`src/rtl/uart_fifo_pair.sv`:
```
module uart_fifo_pair #(
  parameter int DEPTH     = 16,
  parameter int AW        = 5,
  parameter int DW        = 8,
  parameter logic [AW-1:0] ADDR_DATA = 5'h04,
  parameter logic [AW-1:0] ADDR_STAT = 5'h0a,
  parameter logic [AW-1:0] ADDR_CFG  = 5'h0b
) (
  input  logic          clk,
  input  logic          rst_n,
  input  logic [AW-1:0] bus_addr,
  input  logic          bus_we,
  input  logic          bus_re,
  input  logic [DW-1:0] bus_wdata,
  output logic [DW-1:0] bus_rdata,
  input  logic          rx_push,
  input  logic [DW-1:0] rx_byte,
  output logic          rx_head_ovr,
  input  logic          tx_pop,
  output logic [DW-1:0] tx_byte,
  output logic          tx_valid,
  output logic          irq_rx,
  output logic          irq_tx
);
  localparam int PW   = $clog2(DEPTH);
  localparam int CW   = PW + 1;
  localparam int HALF = DEPTH / 2;

  logic [2:0]    cfg_thr;
  logic          cfg_rx_q, cfg_tx_q;
  logic [DW-1:0] rx_mem [DEPTH];
  logic          rx_ovr [DEPTH];
  logic [DW-1:0] tx_mem [DEPTH];
  logic [PW-1:0] rx_rd, rx_wr, tx_rd, tx_wr;
  logic [CW-1:0] rx_cnt, tx_cnt;
  logic          rx_flag;

  wire sel_data = (bus_addr == ADDR_DATA);
  wire sel_stat = (bus_addr == ADDR_STAT);
  wire sel_cfg  = (bus_addr == ADDR_CFG);

  wire [CW-1:0] rx_cap = cfg_rx_q ? CW'(DEPTH) : CW'(1);
  wire [CW-1:0] tx_cap = cfg_tx_q ? CW'(DEPTH) : CW'(1);
  wire rx_empty = (rx_cnt == '0);
  wire rx_full  = (rx_cnt >= rx_cap);
  wire tx_full  = (tx_cnt >= tx_cap);

  wire rx_take = rx_push && !rx_full;
  wire rx_drop = rx_push && rx_full;
  wire rx_pop  = bus_re && sel_data && !rx_empty;
  wire tx_put  = bus_we && sel_data && !tx_full;
  wire tx_go   = tx_pop && (tx_cnt != '0);
  wire ack     = bus_we && sel_stat && bus_wdata[3];

  wire rx_cond = cfg_rx_q ? (rx_cnt > (CW'(HALF) + CW'(cfg_thr))) : !rx_empty;
  wire tx_low  = cfg_tx_q ? (tx_cnt < CW'(HALF)) : (tx_cnt == '0);

  always_ff @(posedge clk or negedge rst_n) begin
    if (!rst_n) begin
      cfg_thr  <= '0;
      cfg_rx_q <= 1'b0;
      cfg_tx_q <= 1'b0;
    end else if (bus_we && sel_cfg) begin
      cfg_thr  <= bus_wdata[2:0];
      cfg_rx_q <= bus_wdata[3];
      cfg_tx_q <= bus_wdata[7];
    end
  end

  always_ff @(posedge clk or negedge rst_n) begin
    if (!rst_n) begin
      rx_rd <= '0; rx_wr <= '0; rx_cnt <= '0;
    end else begin
      if (rx_take) rx_wr <= rx_wr + 1'b1;
      if (rx_pop)  rx_rd <= rx_rd + 1'b1;
      rx_cnt <= rx_cnt + CW'(rx_take) - CW'(rx_pop);
    end
  end

  always_ff @(posedge clk) begin
    if (rx_take) begin
      rx_mem[rx_wr] <= rx_byte;
      rx_ovr[rx_wr] <= 1'b0;
    end
    if (rx_drop && !rx_empty) rx_ovr[PW'(rx_wr - 1'b1)] <= 1'b1;
    if (tx_put) tx_mem[tx_wr] <= bus_wdata;
  end

  always_ff @(posedge clk or negedge rst_n) begin
    if (!rst_n) begin
      tx_rd <= '0; tx_wr <= '0; tx_cnt <= '0;
    end else begin
      if (tx_put) tx_wr <= tx_wr + 1'b1;
      if (tx_go)  tx_rd <= tx_rd + 1'b1;
      tx_cnt <= tx_cnt + CW'(tx_put) - CW'(tx_go);
    end
  end

  always_ff @(posedge clk or negedge rst_n) begin
    if (!rst_n) rx_flag <= 1'b0;
    else        rx_flag <= (rx_flag && !ack) || rx_cond;
  end

  always_comb begin
    bus_rdata = '0;
    if (sel_data && !rx_empty) bus_rdata = rx_mem[rx_rd];
    else if (sel_stat) bus_rdata = {tx_low, 2'b00, tx_full, rx_flag, rx_empty, 2'b00};
    else if (sel_cfg)  bus_rdata = {cfg_tx_q, 3'b000, cfg_rx_q, cfg_thr};
  end

  assign rx_head_ovr = !rx_empty && rx_ovr[rx_rd];
  assign tx_byte     = tx_mem[tx_rd];
  assign tx_valid    = (tx_cnt != '0);
  assign irq_rx      = rx_flag;
  assign irq_tx      = tx_low;

  p_rx_bound_r3: assert property (@(posedge clk) disable iff (!rst_n)
    (rx_cnt <= CW'(DEPTH)) && (tx_cnt <= CW'(DEPTH)));
  p_rx_drop_r9: assert property (@(posedge clk) disable iff (!rst_n)
    (rx_push && rx_full && !(bus_re && sel_data)) |=> $stable(rx_cnt));
  p_tx_ignore_r8: assert property (@(posedge clk) disable iff (!rst_n)
    (bus_we && sel_data && tx_full && !tx_pop) |=> $stable(tx_cnt));
  p_flag_set_r5: assert property (@(posedge clk) disable iff (!rst_n)
    rx_cond |=> irq_rx);
  p_ack_clear_r6: assert property (@(posedge clk) disable iff (!rst_n)
    (ack && !rx_cond) |=> !irq_rx);
  p_empty_read_r10: assert property (@(posedge clk) disable iff (!rst_n)
    (bus_re && sel_data && rx_empty && !rx_push) |=> (rx_cnt == '0));
endmodule

```
`config.mk`:
```
export PLATFORM = sky130hd
export DESIGN_NAME = uart_fifo_pair
export DESIGN_NICKNAME = d
export VERILOG_FILES = /design/src/rtl/uart_fifo_pair.sv
export SDC_FILE = /design/constraint.sdc
export NUM_CORES = 1
export LEC_CHECK = 0
export BUFFER_PORTS_ARGS = -buffer_cell sky130_fd_sc_hd__buf_2
export CELL_PAD_IN_SITES_DETAIL_PLACEMENT = 2
export CELL_PAD_IN_SITES_GLOBAL_PLACEMENT = 2
export CORE_MARGIN = 2
export CORE_UTILIZATION = 51
export DETAILED_ROUTE_END_ITERATION = 10
export HOLD_SLACK_MARGIN = 0.08
export PLACE_DENSITY = 0.94
export RECOVER_POWER = 25
export SETUP_SLACK_MARGIN = 0.05
export SLEW_MARGIN = 20
export SYNTH_ARGS = -nofsm -noshare
export SYNTH_HDL_FRONTEND = slang
export SYNTH_SLANG_ARGS = --single-unit
```
`constraint.sdc`:
```
create_clock -name clk -period 8.6 [get_ports clk]
set_input_delay 0.43 -clock clk [delete_from_list [all_inputs] [get_ports clk]]
set_output_delay 0.43 -clock clk [all_outputs]
set_load 0.02 [all_outputs]
```
==> metrics, run 1 <==
distinct cell type count after synthesis=54; final non-filler cell total=1115; num ports=47; Fin. Hold Viols=0; Setup CP Type=reg2reg; WL/cell=37.5 um; # diodes=0; max-cap violations=0; Die H=163 um; Critical Path Slowest Stage Cell=dfrtp_1; vias per inst=6.59; Syn Inst Count=698; HP Class=in2reg; r2r setup slk=around 4.3 ns; fin util=0.583; root buf cell=clkbuf_16; largest net degree at the start of global routing=40; sequential area share after synthesis=0.695; Final GP Congestion=roughly 0.83; critical path's largest stage delay=0.57 ns; post-route setup TNS=0 ns; R2R depth=16; DR iter-0 viols=823; leakage=a little under 5 nW; CP required=around 9.0 ns; via count=7352; total global routing overflow=0; RSZ-0062 raised after global routing=no; Min-Delay Path Depth=1; CP endpoint kind=flop; max-slew violations=0; Avg Cell Area, Syn=between 15 and 20 um2; later-pin clock latency in the skew report=0.52 ns; total length of routed wires=41900 um; minimum clock period=~4.3 ns; Final Cycle Share=0.497; H-tree depth=2; Layout area overhead=13.2%; DRC Markers=0; main flop type after synthesis=edfxtp_1; initial antenna violation count=1; FMAX=0.234 GHz; clk slew on worst S/H paths=0.07 ns; Clock Path Buffers=3; max_slew headroom=0.307; number of synthesized flops with an enable pin=approximately 270; first-pass GRT wire length=60800 um; Arr. time, crit path=4.68 ns; Worst Skew=0.0264 ns; CTS Buf Count=34; CP Max Fanout=8; Initial Util=0.515; CTS tree=yes; placed insts=1055; Worst setup SP type=flop; 1st-pass router iterations=5; post-detail-place hpwl=25000 um; register bit count reported by yosys=304; total die area=26600 um2; total chip power=4.88 mW; synthesized cell area=12900 um2; Ys Warns=0; worst-margin pin slew=1.04 ns; status=complete, no violations; layout net count=827; VDD IR-drop max=~0.38 mV; post-route antenna net violation count=0; syn_nets=763; PD cells=334 nW/um2; Core Area=25000 um2; Async SR Flop Fraction=0.105; Sink Count=304; share of post-route cells with drive strength above 1=0.241; Rows=58; Total Routing Usage GR=0.329; vias in the first global route=between 8000 and 9000; port bufs=46; Final setup viols=0; Cell Chain, Critical Path=inv_1, ha_1, nor2b_1, o21ai_1, and3_1, inv_1, ha_1, inv_1, ha_1, inv_1, fa_1, nor2_1, nor2_1, nor2_1, nor2_1, xnor2_1; die outline width=163 um; setup bufs post-CTS=0
## per-layer routing
layer	vias up	track usage	routed length, um	part of all wire
met3	110	0.0536	2300	0.055
met5	-	0	0	0
li1	2915	-	-	-
met1	3954	0.395	15200	0.36
met2	373	0.589	22400	0.53
met4	0	0.142	1970	0.047
## area by class of cell
type,instances,area [um2]
inverters,38,143
flip-flops and latches,304,8970
well taps,330,413
clock buffers,44,928
multi-input cells,331,3700
fillers,2043,10400
repair buffers,53,270
clock inverters,15,175
## worst paths after layout
kind | startpoint | to
worst min-delay path | bus_wdata[3] | tx_mem[9][3]
worst max register to register | rx_cnt[1] | rx_cnt[4]
worst min register to register | tx_cnt[0] | tx_cnt[0]
max in group asynchronous | rst_n | tx_rd[0]
worst max-delay path | rx_cnt[1] | rx_cnt[4]
min in group asynchronous | rst_n | rx_wr[0]
## through the flow
step                setup WS [ns]  hold WS [ns]  area, um2
CTS                          4.01         0.292      14600
global route                 4.16         0.356      14600
detailed placement           4.55         0.503      13500
finish                       4.32         0.364      14600
floorplan                    5.44         0.134      12900
global placement             5.17         0.503      13500
## cell usage after synthesis, drive strengths merged, types with 9 or more instances
library cell,n,area (um2)
nand2,15,56.3
buf,12,55.1
a211oi,10,87.6
a21oi,9,48.8
ha,36,450
nor2,19,71.3
mux4,78,1760
xnor2,14,123
nor3,18,90.1
and2,33,206
edfxtp,272,8170
dfrtp,32,801
inv,37,139
nand3,11,55.1
clkbuf,13,48.8
## where the power goes
part | total (mW) | switching, mW | leakage (nW) | internal (mW)
clock network | 1.49 | 0.633 | 0.537 | 0.859
logic | 1.53 | 0.911 | 1.57 | 0.618
registers | 1.86 | 0.135 | 2.83 | 1.72
total | 4.88 | 1.68 | 4.93 | 3.20
## cell families after synthesis
family | share of synthesized area
buf+inv | 0.0191
compound gates | 0.0291
flops | 0.695
fa+ha+maj | 0.0380
mux | 0.148
xor+xnor | 0.0143
simple gates | 0.0564
## flip-flops by register name, indices dropped and copies added, names as in the netlist
signal / cells
cfg_rx_q: 1
cfg_thr: 3
rx_cnt: 5
rx_wr: 4
tx_rd: 4
irq_rx: 1
tx_mem: 128
tx_wr: 4
rx_ovr: 16
cfg_tx_q: 1
rx_mem: 128
tx_cnt: 5
rx_rd: 4
## critical path: cells and delay by family (launching register included)
family | cells | cell delay, ns
AOI/OAI and AO/OA | 1 | 0.50
xor gates and xnor gates | 1 | 0.20
adders and majority gates | 4 | 1.23
buffers and inverters | 4 | 0.50
DFF | 1 | 0.57
and+or+nand+nor | 6 | 1.14
## cell usage in the layout, fill, tap and decap left out, types with 4 or more instances in the layout
master / count
edfxtp_1: 272
mux4_2: 78
inv_1: 37
ha_1: 36
clkbuf_16: 34
buf_2: 34
and2_1: 33
dfrtp_1: 30
nor2_1: 19
nor3_1: 18
clkbuf_1: 18
nand2_1: 15
xnor2_1: 14
nand3_1: 11
a211oi_1: 9
a21oi_1: 8
xor2_1: 7
nor2b_1: 7
mux2i_1: 7
mux2_2: 7
o21ai_0: 6
buf_4: 6
nand4_1: 5
a22oi_1: 5
and3_1: 4
clkinv_2: 4
clkbuf_8: 4
## timing repair
item,CTS,global route
hold buffers,1,0
gates resized for setup,0,0
hold endpoints to repair,21,0
No activity file was read; power rests on OpenSTA's default activity.
==> inputs of run 2 (changes only) <==
CORE_UTILIZATION = 43   (was 51)
PLACE_DENSITY = 0.85   (was 0.94)
clock period = 3.72 ns   (was 8.6 ns; I/O delays follow)
==> run 2 against run 1 <==
  * Clock skew up 0.0035 ns
  * Critical endpoint unchanged
  * Sequential share of layout area shrank 1.1 points
  * Sequential power is 140% higher
  * Critical path type unchanged
  * Combinational power grew 110%
  * Final cell count is 7.3% higher
  * Core utilization fell by 8.0 points
  * Final area rose by 1.9%
  * Highest routed layer unchanged
==> metrics, run 2 (synthesis gave the netlist of run 1 again) <==
Final setup viols=0; CP required=4.11 ns; first-pass GRT wire length=52600 um; Die H=177 um; Setup WS post-layout=0.281 ns; total length of routed wires=35000 um; fill count=2616; setup slack at placement=between 0.15 and 0.2 ns; # diodes=0; H-tree depth=2; 1st-pass router iterations=4; via count=about 6800; worst-margin pin slew=approximately 0.95 ns; post-route antenna net violation count=0; CP Max Fanout=8; layout net count=844; setup bufs post-CTS=0; Total Routing Usage GR=0.234; most frequent cells in the layout=272 x edfxtp_1, 78 x mux4_2, 37 x inv_1; total global routing overflow=0; status=complete, no violations; FMAX=0.291 GHz; reg-to-reg startpoint=cfg_rx_q; CTS tree=yes; max-slew violations=0; CP startpoint=cfg_rx_q; clk slew on worst S/H paths=~0.060 ns; Rows=63; Final Cycle Share=0.924; fin util=0.503; Initial Util=0.436; root buf cell=clkbuf_16; post-route setup TNS=0 ns; most common cell after layout, fill and taps aside=edfxtp_1; Clock Path Buffers=3; total chip power=11.0 mW; sequential share of power=0.401; die outline width=177 um; share of post-route cells with drive strength above 1=0.248; Min-Delay Path Depth=3; leakage=5.03 nW; Worst Hold Launch=tx_pop; RSZ-0062 raised after global routing=no; max_slew headroom=0.366; top flop regs=rx_mem (128), tx_mem (128), rx_ovr (16); switching share of power=0.324; initial antenna violation count=0; Pint=7.42 mW; minimum clock period=3.44 ns; total die area=~31000 um2; Layout area overhead=15.3%; Core Area=29600 um2; DRC Markers=0; WL/cell=29.3 um; placed insts=1120; later-pin clock latency in the skew report=about 0.53 ns; Fin. Hold Viols=0; Sink Count=304; largest net degree at the start of global routing=36; CP endpoint kind=flop; Final GP Congestion=0.772; vias in the first global route=8017; PD cells=738 nW/um2; Psw=3.55 mW; HP Class=in2reg; port bufs=46; CTS Buf Count=35; R2R depth=15; max-cap violations=0; vias per inst=5.70; VDD IR-drop max=0.491 mV; DR iter-0 viols=434; Setup CP Type=reg2reg; Worst Skew=0.0298 ns; combinational share of power=0.295; clock network fraction of total power=0.305; num ports=47; post-detail-place hpwl=24100 um; Arr. time, crit path=3.83 ns; final non-filler cell total=approximately 1200; Worst setup SP type=flop
run 2: changes by cell type in the layout (fill, tap and decap cells not counted), moves of 3 or more:
cell,delta
buf_4,+5
dlygate4sd3_1,+11
clkinv_1,+3
clkinv_2,+3
run 2: final timing paths:
| path | endpoint | slack [ns] |
|---|---|---|
| min | tx_rd[0] | 0.15 |
| max reg2reg | rx_cnt[4] | 0.28 |
| min reg2reg | tx_cnt[0] | 0.52 |
| min in group asynchronous | tx_wr[1] | 0.31 |
| max | rx_cnt[4] | 0.28 |
| max in group asynchronous | tx_rd[0] | 2.81 |
run 2: per-layer routing:
layer / GRT usage / vias to the layer above / routed length [um]
li1: - / 2946 / -
met5: 0 / - / 0
met2: 0.435 / 170 / 19300
met4: 0.0926 / 0 / 1290
met1: 0.268 / 3623 / 13100
met3: 0.0369 / 84 / 1250
run 2: final cells by class:
type	count	area, um2	area share
Clock buffer	48	976	0.0656
Clock inverter	16	139	0.00934
Inverter	38	143	0.00959
Multi-Input combinational cell	331	3730	0.251
Sequential cell	304	8970	0.603
Tap cell	390	488	0.0328
Timing Repair Buffer	69	419	0.0282
run 2: timing repair:
action,in CTS,in global routing
hold endpoints to repair,158,0
setup endpoints to repair,1,1
hold buffers,12,0
pin swaps,0,0
gates resized for setup,3,7
run 2: through the flow:
stage                     area (um2)  hold slack, ns
final                          14900           0.151
after global routing           14900           0.180
after CTS                      14800          0.0813
after detailed placement       13600           0.325
after global placement         13600           0.290
after floorplan                12900          -0.110
run 2: power groups by stage:
stage | Clock, mW | Combinational [mW] | Sequential (mW)
5_1_grt | 3.52 | 3.52 | 4.45
6_report | 3.34 | 3.23 | 4.40
3_3_place_gp | 0 | 2.86 | 4.41
4_1_cts | 3.41 | 3.22 | 4.40
2_1_floorplan | 0 | 2.38 | 4.16
3_5_place_dp | 0 | 3.14 | 4.46
run 2: worst max-delay path, stage by stage, from the launching register on:
cell	delay, ns
dfrtp_1	0.44
inv_1	0.11
ha_1	0.41
a31oi_4	0.31
and3_4	0.29
inv_1	0.10
ha_1	0.31
inv_1	0.06
ha_1	0.15
inv_1	0.06
fa_1	0.41
nor2_1	0.20
nor2_1	0.09
nor2_1	0.14
nor2_1	0.07
xnor2_1	0.13
